$ cat config.mk
export PLATFORM = sky130hd
export DESIGN_NAME = byte_core
export DESIGN_NICKNAME = d
export VERILOG_FILES = /design/src/rtl/byte_core_pkg.sv /design/src/rtl/byte_core_ctrl.sv /design/src/rtl/byte_core_dp.sv /design/src/rtl/byte_core.sv
export SDC_FILE = /design/constraint.sdc
export NUM_CORES = 1
export LEC_CHECK = 0
export ABC_AREA = 0
export BUFFER_PORTS_ARGS = -buffer_cell sky130_fd_sc_hd__buf_2
export CAP_MARGIN = 20
export CELL_PAD_IN_SITES_DETAIL_PLACEMENT = 0
export CELL_PAD_IN_SITES_GLOBAL_PLACEMENT = 1
export CORE_MARGIN = 2
export CORE_UTILIZATION = 40
export CTS_BUF_LIST = sky130_fd_sc_hd__clkbuf_4 sky130_fd_sc_hd__clkbuf_8 sky130_fd_sc_hd__clkbuf_16
export CTS_CLUSTER_DIAMETER = 150
export DETAILED_ROUTE_END_ITERATION = 10
export GPL_TIMING_DRIVEN = 0
export HOLD_SLACK_MARGIN = 0.02
export MAX_ROUTING_LAYER = met4
export PLACE_DENSITY_LB_ADDON = 0.1
export SLEW_MARGIN = 5
export SYNTH_ARGS = -nofsm -noshare
export SYNTH_HDL_FRONTEND = slang
export SYNTH_SLANG_ARGS = --single-unit
$ cat constraint.sdc
create_clock -name clk -period 6.24 [get_ports clk]
set_input_delay 0.312 -clock clk [delete_from_list [all_inputs] [get_ports clk]]
set_output_delay 0.312 -clock clk [all_outputs]
set_load 0.005 [all_outputs]
$ cat src/rtl/byte_core_pkg.sv
package byte_core_pkg;

  localparam int INSN_W   = 8;
  localparam int IMM_W    = 6;
  localparam int SEL_W    = 3;
  localparam int NUM_GP   = 6;
  localparam int IMM_DST  = 0;
  localparam int ALU_DST  = 3;
  localparam int JMP_SRC  = 0;

  localparam logic [SEL_W-1:0] SEL_PORT = 3'd6;
  localparam logic [SEL_W-1:0] SEL_ZERO = 3'd7;

  localparam logic [SEL_W-1:0] ALU_OR   = 3'd0;
  localparam logic [SEL_W-1:0] ALU_NAND = 3'd1;
  localparam logic [SEL_W-1:0] ALU_NOR  = 3'd2;
  localparam logic [SEL_W-1:0] ALU_AND  = 3'd3;
  localparam logic [SEL_W-1:0] ALU_ADD  = 3'd4;
  localparam logic [SEL_W-1:0] ALU_SUB  = 3'd5;

  typedef enum logic [1:0] {
    CLS_IMM  = 2'b00,
    CLS_CALC = 2'b01,
    CLS_COPY = 2'b10,
    CLS_COND = 2'b11
  } insnClass_e;

  typedef struct packed {
    logic             immWe;
    logic [IMM_W-1:0] immVal;
    logic             aluWe;
    logic [SEL_W-1:0] aluOp;
    logic             regWe;
    logic [SEL_W-1:0] srcSel;
    logic [SEL_W-1:0] dstSel;
    logic             outWe;
    logic             jumpTake;
  } coreCtrl_t;

endpackage

$ cat src/rtl/byte_core_ctrl.sv
module byte_core_ctrl
  import byte_core_pkg::*;
(
  input  logic [INSN_W-1:0] insn,
  input  logic              r3Zero,
  input  logic              r3Neg,
  output coreCtrl_t         ctrl
);

  insnClass_e insnClass;
  logic [SEL_W-1:0] lowField;
  logic [SEL_W-1:0] midField;
  logic condPass;

  assign insnClass = insnClass_e'(insn[7:6]);
  assign lowField  = insn[2:0];
  assign midField  = insn[5:3];

  always_comb begin
    unique case (lowField)
      3'd0:    condPass = 1'b0;
      3'd1:    condPass = r3Zero;
      3'd2:    condPass = r3Neg;
      3'd3:    condPass = r3Neg | r3Zero;
      3'd4:    condPass = 1'b1;
      3'd5:    condPass = ~r3Zero;
      3'd6:    condPass = ~r3Neg;
      default: condPass = ~r3Neg & ~r3Zero;
    endcase
  end

  always_comb begin
    ctrl        = '0;
    ctrl.immVal = insn[IMM_W-1:0];
    ctrl.aluOp  = lowField;
    ctrl.srcSel = midField;
    ctrl.dstSel = lowField;
    unique case (insnClass)
      CLS_IMM:  ctrl.immWe    = 1'b1;
      CLS_CALC: ctrl.aluWe    = (lowField <= ALU_SUB);
      CLS_COPY: begin
        ctrl.regWe = (lowField < SEL_PORT);
        ctrl.outWe = (lowField == SEL_PORT);
      end
      default:  ctrl.jumpTake = condPass;
    endcase
  end

endmodule

$ cat src/rtl/byte_core_dp.sv
module byte_core_dp
  import byte_core_pkg::*;
#(
  parameter int DATA_W = 8
) (
  input  logic              clk,
  input  logic              rst,
  input  coreCtrl_t         ctrl,
  input  logic [DATA_W-1:0] inPort,
  output logic [DATA_W-1:0] pc,
  output logic [DATA_W-1:0] outPort,
  output logic              outValid,
  output logic              r3Zero,
  output logic              r3Neg
);

  localparam int PAD_W = DATA_W - IMM_W;

  logic [DATA_W-1:0] gpr     [NUM_GP];
  logic [DATA_W-1:0] gprNext [NUM_GP];
  logic [NUM_GP-1:0] gprWe;
  logic [DATA_W-1:0] srcVal;
  logic [DATA_W-1:0] aluRes;
  logic [DATA_W-1:0] immExt;

  assign immExt = {{PAD_W{1'b0}}, ctrl.immVal};

  always_comb begin
    srcVal = '0;
    if (ctrl.srcSel == SEL_PORT) begin
      srcVal = inPort;
    end else if (ctrl.srcSel != SEL_ZERO) begin
      for (int s = 0; s < NUM_GP; s++) begin
        if (ctrl.srcSel == SEL_W'(s)) srcVal = gpr[s];
      end
    end
  end

  always_comb begin
    unique case (ctrl.aluOp)
      ALU_OR:   aluRes = gpr[1] | gpr[2];
      ALU_NAND: aluRes = ~(gpr[1] & gpr[2]);
      ALU_NOR:  aluRes = ~(gpr[1] | gpr[2]);
      ALU_AND:  aluRes = gpr[1] & gpr[2];
      ALU_ADD:  aluRes = gpr[1] + gpr[2];
      ALU_SUB:  aluRes = gpr[1] - gpr[2];
      default:  aluRes = gpr[ALU_DST];
    endcase
  end

  for (genvar g = 0; g < NUM_GP; g++) begin : gen_gpr
    always_comb begin
      gprWe[g]   = ctrl.regWe && (ctrl.dstSel == SEL_W'(g));
      gprNext[g] = srcVal;
      if (g == IMM_DST && ctrl.immWe) begin
        gprWe[g]   = 1'b1;
        gprNext[g] = immExt;
      end
      if (g == ALU_DST && ctrl.aluWe) begin
        gprWe[g]   = 1'b1;
        gprNext[g] = aluRes;
      end
    end

    always_ff @(posedge clk) begin
      if (rst)           gpr[g] <= '0;
      else if (gprWe[g]) gpr[g] <= gprNext[g];
    end
  end

  always_ff @(posedge clk) begin
    if (rst)                pc <= '0;
    else if (ctrl.jumpTake) pc <= gpr[JMP_SRC];
    else                    pc <= pc + 1'b1;
  end

  always_ff @(posedge clk) begin
    if (rst) begin
      outPort  <= '0;
      outValid <= 1'b0;
    end else begin
      outValid <= ctrl.outWe;
      if (ctrl.outWe) outPort <= srcVal;
    end
  end

  assign r3Zero = (gpr[ALU_DST] == '0);
  assign r3Neg  = gpr[ALU_DST][DATA_W-1];

endmodule

$ cat src/rtl/byte_core.sv
module byte_core
  import byte_core_pkg::*;
#(
  parameter int DATA_W = 8
) (
  input  logic              clk,
  input  logic              rst,
  output logic [DATA_W-1:0] imemAddr,
  input  logic [INSN_W-1:0] imemData,
  input  logic [DATA_W-1:0] inPort,
  output logic [DATA_W-1:0] outPort,
  output logic              outValid
);

  coreCtrl_t ctrl;
  logic r3Zero;
  logic r3Neg;

  byte_core_ctrl u_ctrl (
    .insn   (imemData),
    .r3Zero (r3Zero),
    .r3Neg  (r3Neg),
    .ctrl   (ctrl)
  );

  byte_core_dp #(.DATA_W(DATA_W)) u_dp (
    .clk      (clk),
    .rst      (rst),
    .ctrl     (ctrl),
    .inPort   (inPort),
    .pc       (imemAddr),
    .outPort  (outPort),
    .outValid (outValid),
    .r3Zero   (r3Zero),
    .r3Neg    (r3Neg)
  );

endmodule

==> impl_metrics.yaml, run 1 <==
timing:
  period_needed_ns: 2.89
  final.setup.tns_ns: 0
  setup_violations: 0
  max_clock_freq_mhz: 346
  rsz0062_at_grt: "false"
  tightest_slew_ns: 0.660
  min_period_over_period_pct: 46.3
  timing.slew.headroom_pct: 55.9
  fin_skew_ns: 0.0112
  drv_slew: 0
  finalHoldViolCount: 0
logic_synthesis:
  synth_flop_cell: "edfxtp_1"
  synthTopCellsByArea: "edfxtp_1, nor2_1, dfxtp_1"
  synth_edf_count: 48
  synth-seq-cells: 65
  synth_nets: 490
  ys_types: 61
  synth_warnings: 0
  synth_top_area_share_pct: 33.5
  syn_avg_cell_area_sq_um: 9.35
  synth_area_sq_um: 4300
  async_flop_share_pct: 0
  synth.largest_area_cell: "edfxtp_1"
  syn_inst: 460
  ys_seq_area_share_pct: 41.4
worst_setup_path:
  startpoint: "u_dp.gpr[1][0]"
  crit_type: "reg2reg"
  cp_data_arrival_time_ns: 2.96
  critPathTopFamily: "compound AO/OA/AOI/OAI gates"
  crit_slowest_cell: "edfxtp_1"
  path_cells: "inv_1 -> ha_1 -> nand2b_1 -> o41ai_1 -> xor2_1 -> ha_1 -> mux2_2 -> a211o_1 -> a21oi_1 -> o22ai_1"
  crit_buf_inv: 1
  startpoint_type: "flop"
  r2r_start: "u_dp.gpr[1][0]"
  cp_max_fo: 5
  required_ns: 6.31
  end_kind: "flop"
  crit_path_frequent_cell: "ha_1"
  cpPeakStageDelay_ns: 0.51
clock_network:
  cts_tree: "built"
  cts-resized-gates: 0
  clockBufferDepth: 2
  holdBufCountCts: 0
  htreeDepth: 3
  clkTransAtPathRegs_ns: 0.07
  clk_latency_ns: 0.34
  cts_sinks: 65
  root_buffer: "clkbuf_8"
  cts_setup_buffers: 0
  cts_buffers: 9
die:
  die_x_um: 108
  die-height_um: 108
  core_area_sq_um: 10400
  initial_core_util_pct: 41.5
  rows: 37
  num_io_pins: 35
  dieArea_sq_um: 11600
detailed_routing:
  drc: 0
  drtPass1Iterations: 5
  drtIter0Drc: 296
  vias: 3665
  wl_per_cell_um: 20.0
  detail-route-antenna-nets: 0
  viasPerCell: 5.71
  routed-wl-met2_um: 5770
  drt-met1-wl_um: 6040
  top_layer: "met4"
  finalWirelength_um: 12900
  wl_met3_um: 744
hold_path:
  hold_class: "in2reg"
  hp-start: "imemData[6]"
global_route:
  grt_max_degree: 12
  grt_pass1_vias: 3392
  antenna_found_initial: 0
  grt_overflow: 0
  grt_pass1_wl_um: 19900
  track_usage_pct: 23.9
flow_run:
  cap_violations: 0
placement:
  dpl.hpwl_um: 9410
  io_buffers: 30
  globalplace.congestion: 0.909
final_layout:
  areaGrowthSynthToFinish_pct: 12.1
  drive_gt1_share_pct: 18.0
  finalNetCount: 531
  nFillCells: 1050
  diodes: 0
  utilization_pct: 46.5
power_and_ir_drop:
  finalPower_mw: 1.08
  vdd.ir_drop.worst_uv: 172
  leakage_nw: 1.86
  p_per_area_nw_per_um2: 225
status:
  status: "finished clean"
==> tightest hold or removal path, stage by stage <==
cell	delay, ns
buf_2	0.14
o211ai_2	0.09
a31oi_4	0.08
nand2_1	0.07
a21oi_1	0.05
==> cells in the final DEF, fill, tap and decap left out, types with 8 or more instances in the layout <==
master and count:
xnor2_1 11, clkbuf_1 9, o21ai_0 19, buf_2 43, nand3_1 8, nor2_1 93, inv_1 10, edfxtp_1 48
xor2_1 10, dfxtp_1 17, ha_1 11, mux2i_1 21, clkbuf_8 11, nand2_1 33, nand2b_1 12, a211oi_1 18
a21oi_1 21
==> where the power goes <==
part | switching (mW) | internal, mW | total [mW]
Combinational | 0.131 | 0.0791 | 0.211
Clock | 0.169 | 0.198 | 0.367
Sequential | 0.0217 | 0.485 | 0.507
==> cells by family after synthesis <==
| group | after synthesis | share of synthesized area, % |
|---|---|---|
| AOI/OAI and AO/OA | 109 | 19.5 |
| muxes | 24 | 5.67 |
| adders and majority gates | 12 | 3.66 |
| DFF | 65 | 41.4 |
| buffers and inverters | 41 | 4.62 |
| and+or+nand+nor | 188 | 20.8 |
| xor gates and xnor gates | 21 | 4.27 |
==> registers in the layout (all words and copies together), names as in the netlist <==
register / cells
u_dp.gpr: 48
u_dp.outPort: 8
u_dp.outValid: 1
u_dp.pc: 8
==> metal layers <==
metal | track usage, % | vias to the layer above
li1 | - | 1755
met1 | 33.3 | 1773
met2 | 35.5 | 114
met3 | 4.30 | 23
met4 | 7.42 | 0
met5 | - | -
==> Yosys cell counts (3+ instances only) <==
master,count
mux2i_1,21
o221ai_1,7
nand3_1,8
mux2_2,3
and2_1,3
or2_2,3
a221oi_1,6
xor2_1,10
nor2b_1,5
nor3_1,7
a22oi_2,4
nor2_1,93
a211oi_1,18
o21ai_0,19
edfxtp_1,48
a22oi_1,3
a21oi_1,21
nand2_1,33
clkbuf_1,9
ha_1,11
buf_4,5
and3_1,3
inv_1,10
nand3b_1,5
buf_2,13
xnor2_1,11
nand2b_1,12
nand4_1,5
dfxtp_1,17
a21o_1,4
==> cell type report <==
type / instances / area, sq um / share of cell area, %
Multi-Input combinational cell: 354 / 2320 / 48.1
Sequential cell: 65 / 1780 / 36.9
Clock buffer: 14 / 191 / 3.97
Tap cell: 136 / 170 / 3.53
Buffer: 30 / 155 / 3.22
Timing Repair Buffer: 30 / 150 / 3.11
Inverter: 11 / 43.8 / 0.908
Clock inverter: 2 / 10.0 / 0.207
==> worst paths after layout <==
path | end | slack, ns | cells past startpoint
setup / recovery | u_dp.gpr[1][14] | 3.35 | 10
hold / removal | u_dp.pc[0] | 0.46 | 5
setup reg to reg | u_dp.gpr[1][14] | 3.35 | 10
hold reg to reg | u_dp.outPort[7] | 0.47 | 2
==> through the flow <==
stage | instance area (sq um) | cells | setup slack [ns] | hold slack, ns
after global routing | 4820 | 642 | 3.10 | 0.477
after global placement | 4620 | 626 | 3.15 | 0.451
after floorplan | 4300 | 460 | 3.67 | 0.453
after detailed placement | 4620 | 626 | 3.14 | 0.450
final | 4820 | 642 | 3.35 | 0.456
after CTS | 4820 | 642 | 3.36 | 0.445
No activity file was read; power rests on OpenSTA's default activity.
==> run 2, diff against run 1 <==
--- a/config.mk
+++ b/config.mk
@@ -5,7 +5,7 @@
 export SDC_FILE = /design/constraint.sdc
 export NUM_CORES = 1
 export LEC_CHECK = 0
-export ABC_AREA = 0
+export ABC_AREA = 1
 export BUFFER_PORTS_ARGS = -buffer_cell sky130_fd_sc_hd__buf_2
 export CAP_MARGIN = 20
 export CELL_PAD_IN_SITES_DETAIL_PLACEMENT = 0
==> constraint.sdc (replaced) <==
create_clock -name clk -period 2.57 [get_ports clk]
set_input_delay 0.1285 -clock clk [delete_from_list [all_inputs] [get_ports clk]]
set_output_delay 0.1285 -clock clk [all_outputs]
set_load 0.005 [all_outputs]
==> run 2 against run 1 <==
Against the previous run: die area down 1.6%; setup slack worse by 3.4 ns; final cell count up 19%; the flow now finishes with violations (setup timing); global-route usage up 0.15 points; via count up 6.6%; combinational power rose to 2.5 times the previous value; first-iteration DRC count up 20%; power up 140%; hold slack worse by 0.30 ns; critical path depth up 7.
==> impl_metrics.yaml, run 2 <==
worst_setup_path:
  end_kind: "flop"
  r2r-end: "u_dp.gpr[1][15]"
  r2r_setup_slack_ns: -0.09
  cp.depth: 17
  path_cells: "inv_2 -> ha_4 -> inv_2 -> nor3_2 -> inv_1 -> o31ai_2 -> xor2_1 -> inv_1 -> ha_4 -> a21oi_1 -> nand2_2 -> a21oi_2 -> nand3_1 -> nand3_2 -> nand2_1 -> nand2_1 -> a21oi_1"
  crit_type: "reg2reg"
  cp_max_fo: 4
  required_ns: 2.64
  r2r_cells: 17
  r2r_start: "u_dp.gpr[1][0]"
  endpoint: "u_dp.gpr[1][15]"
  startpoint_type: "flop"
  critPathTopFamily: "compound AO/OA/AOI/OAI gates"
  crit_slowest_cell: "edfxtp_1"
  crit_buf_inv: 4
  cpPeakStageDelay_ns: 0.46
  cp_data_arrival_time_ns: 2.73
  startpoint: "u_dp.gpr[1][0]"
logic_synthesis:
  ys_types: 39
  syn_inst: 564
  async_flop_share_pct: 0
  synth_top_area_share_pct: 34.1
  syn_avg_cell_area_sq_um: 7.50
  synth-seq-cells: 65
  synthTopCellsByArea: "edfxtp_1, nand2_1, dfxtp_1"
  synth_nets: 594
  synth.largest_area_cell: "edfxtp_1"
  synth_area_sq_um: 4230
  synth_warnings: 0
  synth_edf_count: 48
  synthTopCellsByCount: "nand2_1, inv_1, nor2_1"
  synth_most_common_cell: "nand2_1"
  ys_seq_area_share_pct: 42.1
  synth_flop_cell: "edfxtp_1"
final_layout:
  mostFrequentLayoutCell: "nand2_1"
  diodes: 0
  finalNetCount: 652
  largest_register_ff_count: 48
  fin_area_sq_um: 5030
  areaGrowthSynthToFinish_pct: 18.9
  top_regs: "u_dp.gpr: 48 flops, u_dp.outPort: 8 flops, u_dp.pc: 8 flops"
  final_cell_mix: "nand2_1, nor2_1, inv_1, edfxtp_1, nand3_1"
  drive_gt1_share_pct: 19.9
  top_register: "u_dp.gpr"
  fin_cells: 763
detailed_routing:
  drt-met1-wl_um: 6080
  vias: 3907
  drtIter0Drc: 354
  viasPerCell: 5.12
  routed-wl-met2_um: 5900
  wl_per_cell_um: 16.9
  drc: 0
  drtPass1Iterations: 5
  finalWirelength_um: 12900
  top_layer: "met4"
  detail-route-antenna-nets: 0
  wl_met3_um: 625
placement:
  dpl.hpwl_um: 9690
  preCtsSetupSlack_ns: -0.472
  globalplace.congestion: 0.894
  postPlaceCellArea_sq_um: 4560
  dp_cells: 732
  io_buffers: 32
clock_network:
  cts_buffers: 9
  cts_tree: "built"
  cts_sinks: 65
  clockBufferDepth: 2
  clk_latency_ns: 0.35
  htreeDepth: 3
  clkTransAtPathRegs_ns: 0.08
  root_buffer: "clkbuf_8"
  holdBufCountCts: 0
power_and_ir_drop:
  clockPowerShare_pct: 33.4
  p_per_area_nw_per_um2: 523
  pwr-share-seq_pct: 46.3
  switching_share_pct: 30.8
  power_frac_comb_pct: 20.3
  switching_power_uw: 809
  vdd.ir_drop.worst_uv: 335
  finalPower_mw: 2.63
  p_int_mw: 1.82
  leakage_nw: 2.33
die:
  die_x_um: 107
  core_area_sq_um: 10300
  die-height_um: 107
  dieArea_sq_um: 11400
  rows: 37
  initial_core_util_pct: 41.2
  num_io_pins: 35
timing:
  min_period_over_period_pct: 104
  max_clock_freq_mhz: 376
  period_needed_ns: 2.66
  tightest_slew_ns: 1.01
  finalHoldViolCount: 0
  timing.slew.headroom_pct: 32.1
  fin_skew_ns: 0.0117
  drv_slew: 0
  rsz0062_at_grt: "true"
  setup_violations: 2
  setup_ws_ns: -0.0910
global_route:
  grt_pass1_wl_um: 20000
  grt_max_degree: 12
  grt_overflow: 0
  grt_pass1_vias: 3760
  antenna_found_initial: 0
  track_usage_pct: 24.1
status:
  violations: "setup timing"
  status: "finished with violations"
hold_path:
  hold_class: "in2reg"
flow_run:
  cap_violations: 0
-- run 2: changes by cell type after synthesis, moves of 9 or more --
cell      before  now
a211oi_1      18    1
a21oi_1       21   36
buf_2         13    3
inv_1         10   84
mux2i_1       21    0
nand2_1       33  117
nand2b_1      12    0
nand3_1        8   51
nor2_1        93   84
-- run 2: layout make-up --
cell class                 count  area, sq um
fill                        1061         5240
multi-input combinational    405         2270
sequential                    65         1780
inverter                      87          327
timing repair buffer          47          269
tap                          136          170
clock buffer                  10          131
clock inverter                 6         58.8
buffer                         7         30.0
-- run 2: logic make-up (layout without fill, tap and decap cells) --
| kind of cell | Yosys count | count (layout) | synth area share [%] |
|---|---|---|---|
| AOI/OAI and AO/OA | 81 | 81 | 11.7 |
| xor gates and xnor gates | 11 | 11 | 2.28 |
| adders and majority gates | 12 | 12 | 3.72 |
| buffers and inverters | 94 | 157 | 8.42 |
| DFF | 65 | 65 | 42.1 |
| and+or+nand+nor | 301 | 301 | 31.8 |
-- run 2: worst min-delay path by stage --
stage	to	startpoint	cells after the start	slack, ns
after global placement	u_dp.pc[0]	u_dp.gpr[0][0]	2	0.50
after floorplan	u_dp.outValid	imemData[0]	3	0.32
after CTS	u_dp.outPort[2]	inPort[2]	5	0.17
after detailed placement	u_dp.pc[0]	u_dp.gpr[0][0]	2	0.50
after global routing	u_dp.outPort[5]	inPort[5]	5	0.18
final	u_dp.outPort[5]	inPort[5]	5	0.16
-- run 2: power groups by stage --
stage               clock network, mW  registers (mW)  logic, mW
floorplan                           0            1.23      0.311
global placement                    0            1.24      0.452
detailed placement                  0            1.24      0.454
CTS                             0.880            1.22      0.496
global route                    0.933            1.22      0.589
finish                          0.878            1.22      0.535
-- run 2: worst reg2reg max path: stages, from the launching register on --
cell      delay, ns
edfxtp_1       0.46
inv_2          0.12
ha_4           0.13
inv_2          0.03
nor3_2         0.11
inv_1          0.08
o31ai_2        0.20
xor2_1         0.17
inv_1          0.09
ha_4           0.24
a21oi_1        0.17
nand2_2        0.08
a21oi_2        0.14
nand3_1        0.10
nand3_2        0.09
nand2_1        0.05
nand2_1        0.07
a21oi_1        0.06
-- run 2: repair_timing --
item | 4_1_cts | 5_1_grt
gates cloned | 0 | 0
endpoints found under the setup margin | 4 | 5
pin swaps | 4 | 10
setup buffers | 8 | 4
resized for setup | 21 | 18
-- run 2: per-layer routing --
metal  GRT usage [%]  vias to the layer above
met5               -                        -
met4            8.44                        0
met3            3.04                       19
met2            37.0                      121
met1            33.0                     1793
li1                -                     1974
-- run 2: stage by stage --
step,hold WS (ns),TNS [ns],util [%]
2_1_floorplan,0.316,0,-
3_3_place_gp,0.499,-2.08,44.4
3_5_place_dp,0.495,-2.51,44.4
4_1_cts,0.170,-0.0920,47.9
5_1_grt,0.184,-0.462,49.0
6_report,0.157,-0.108,49.0
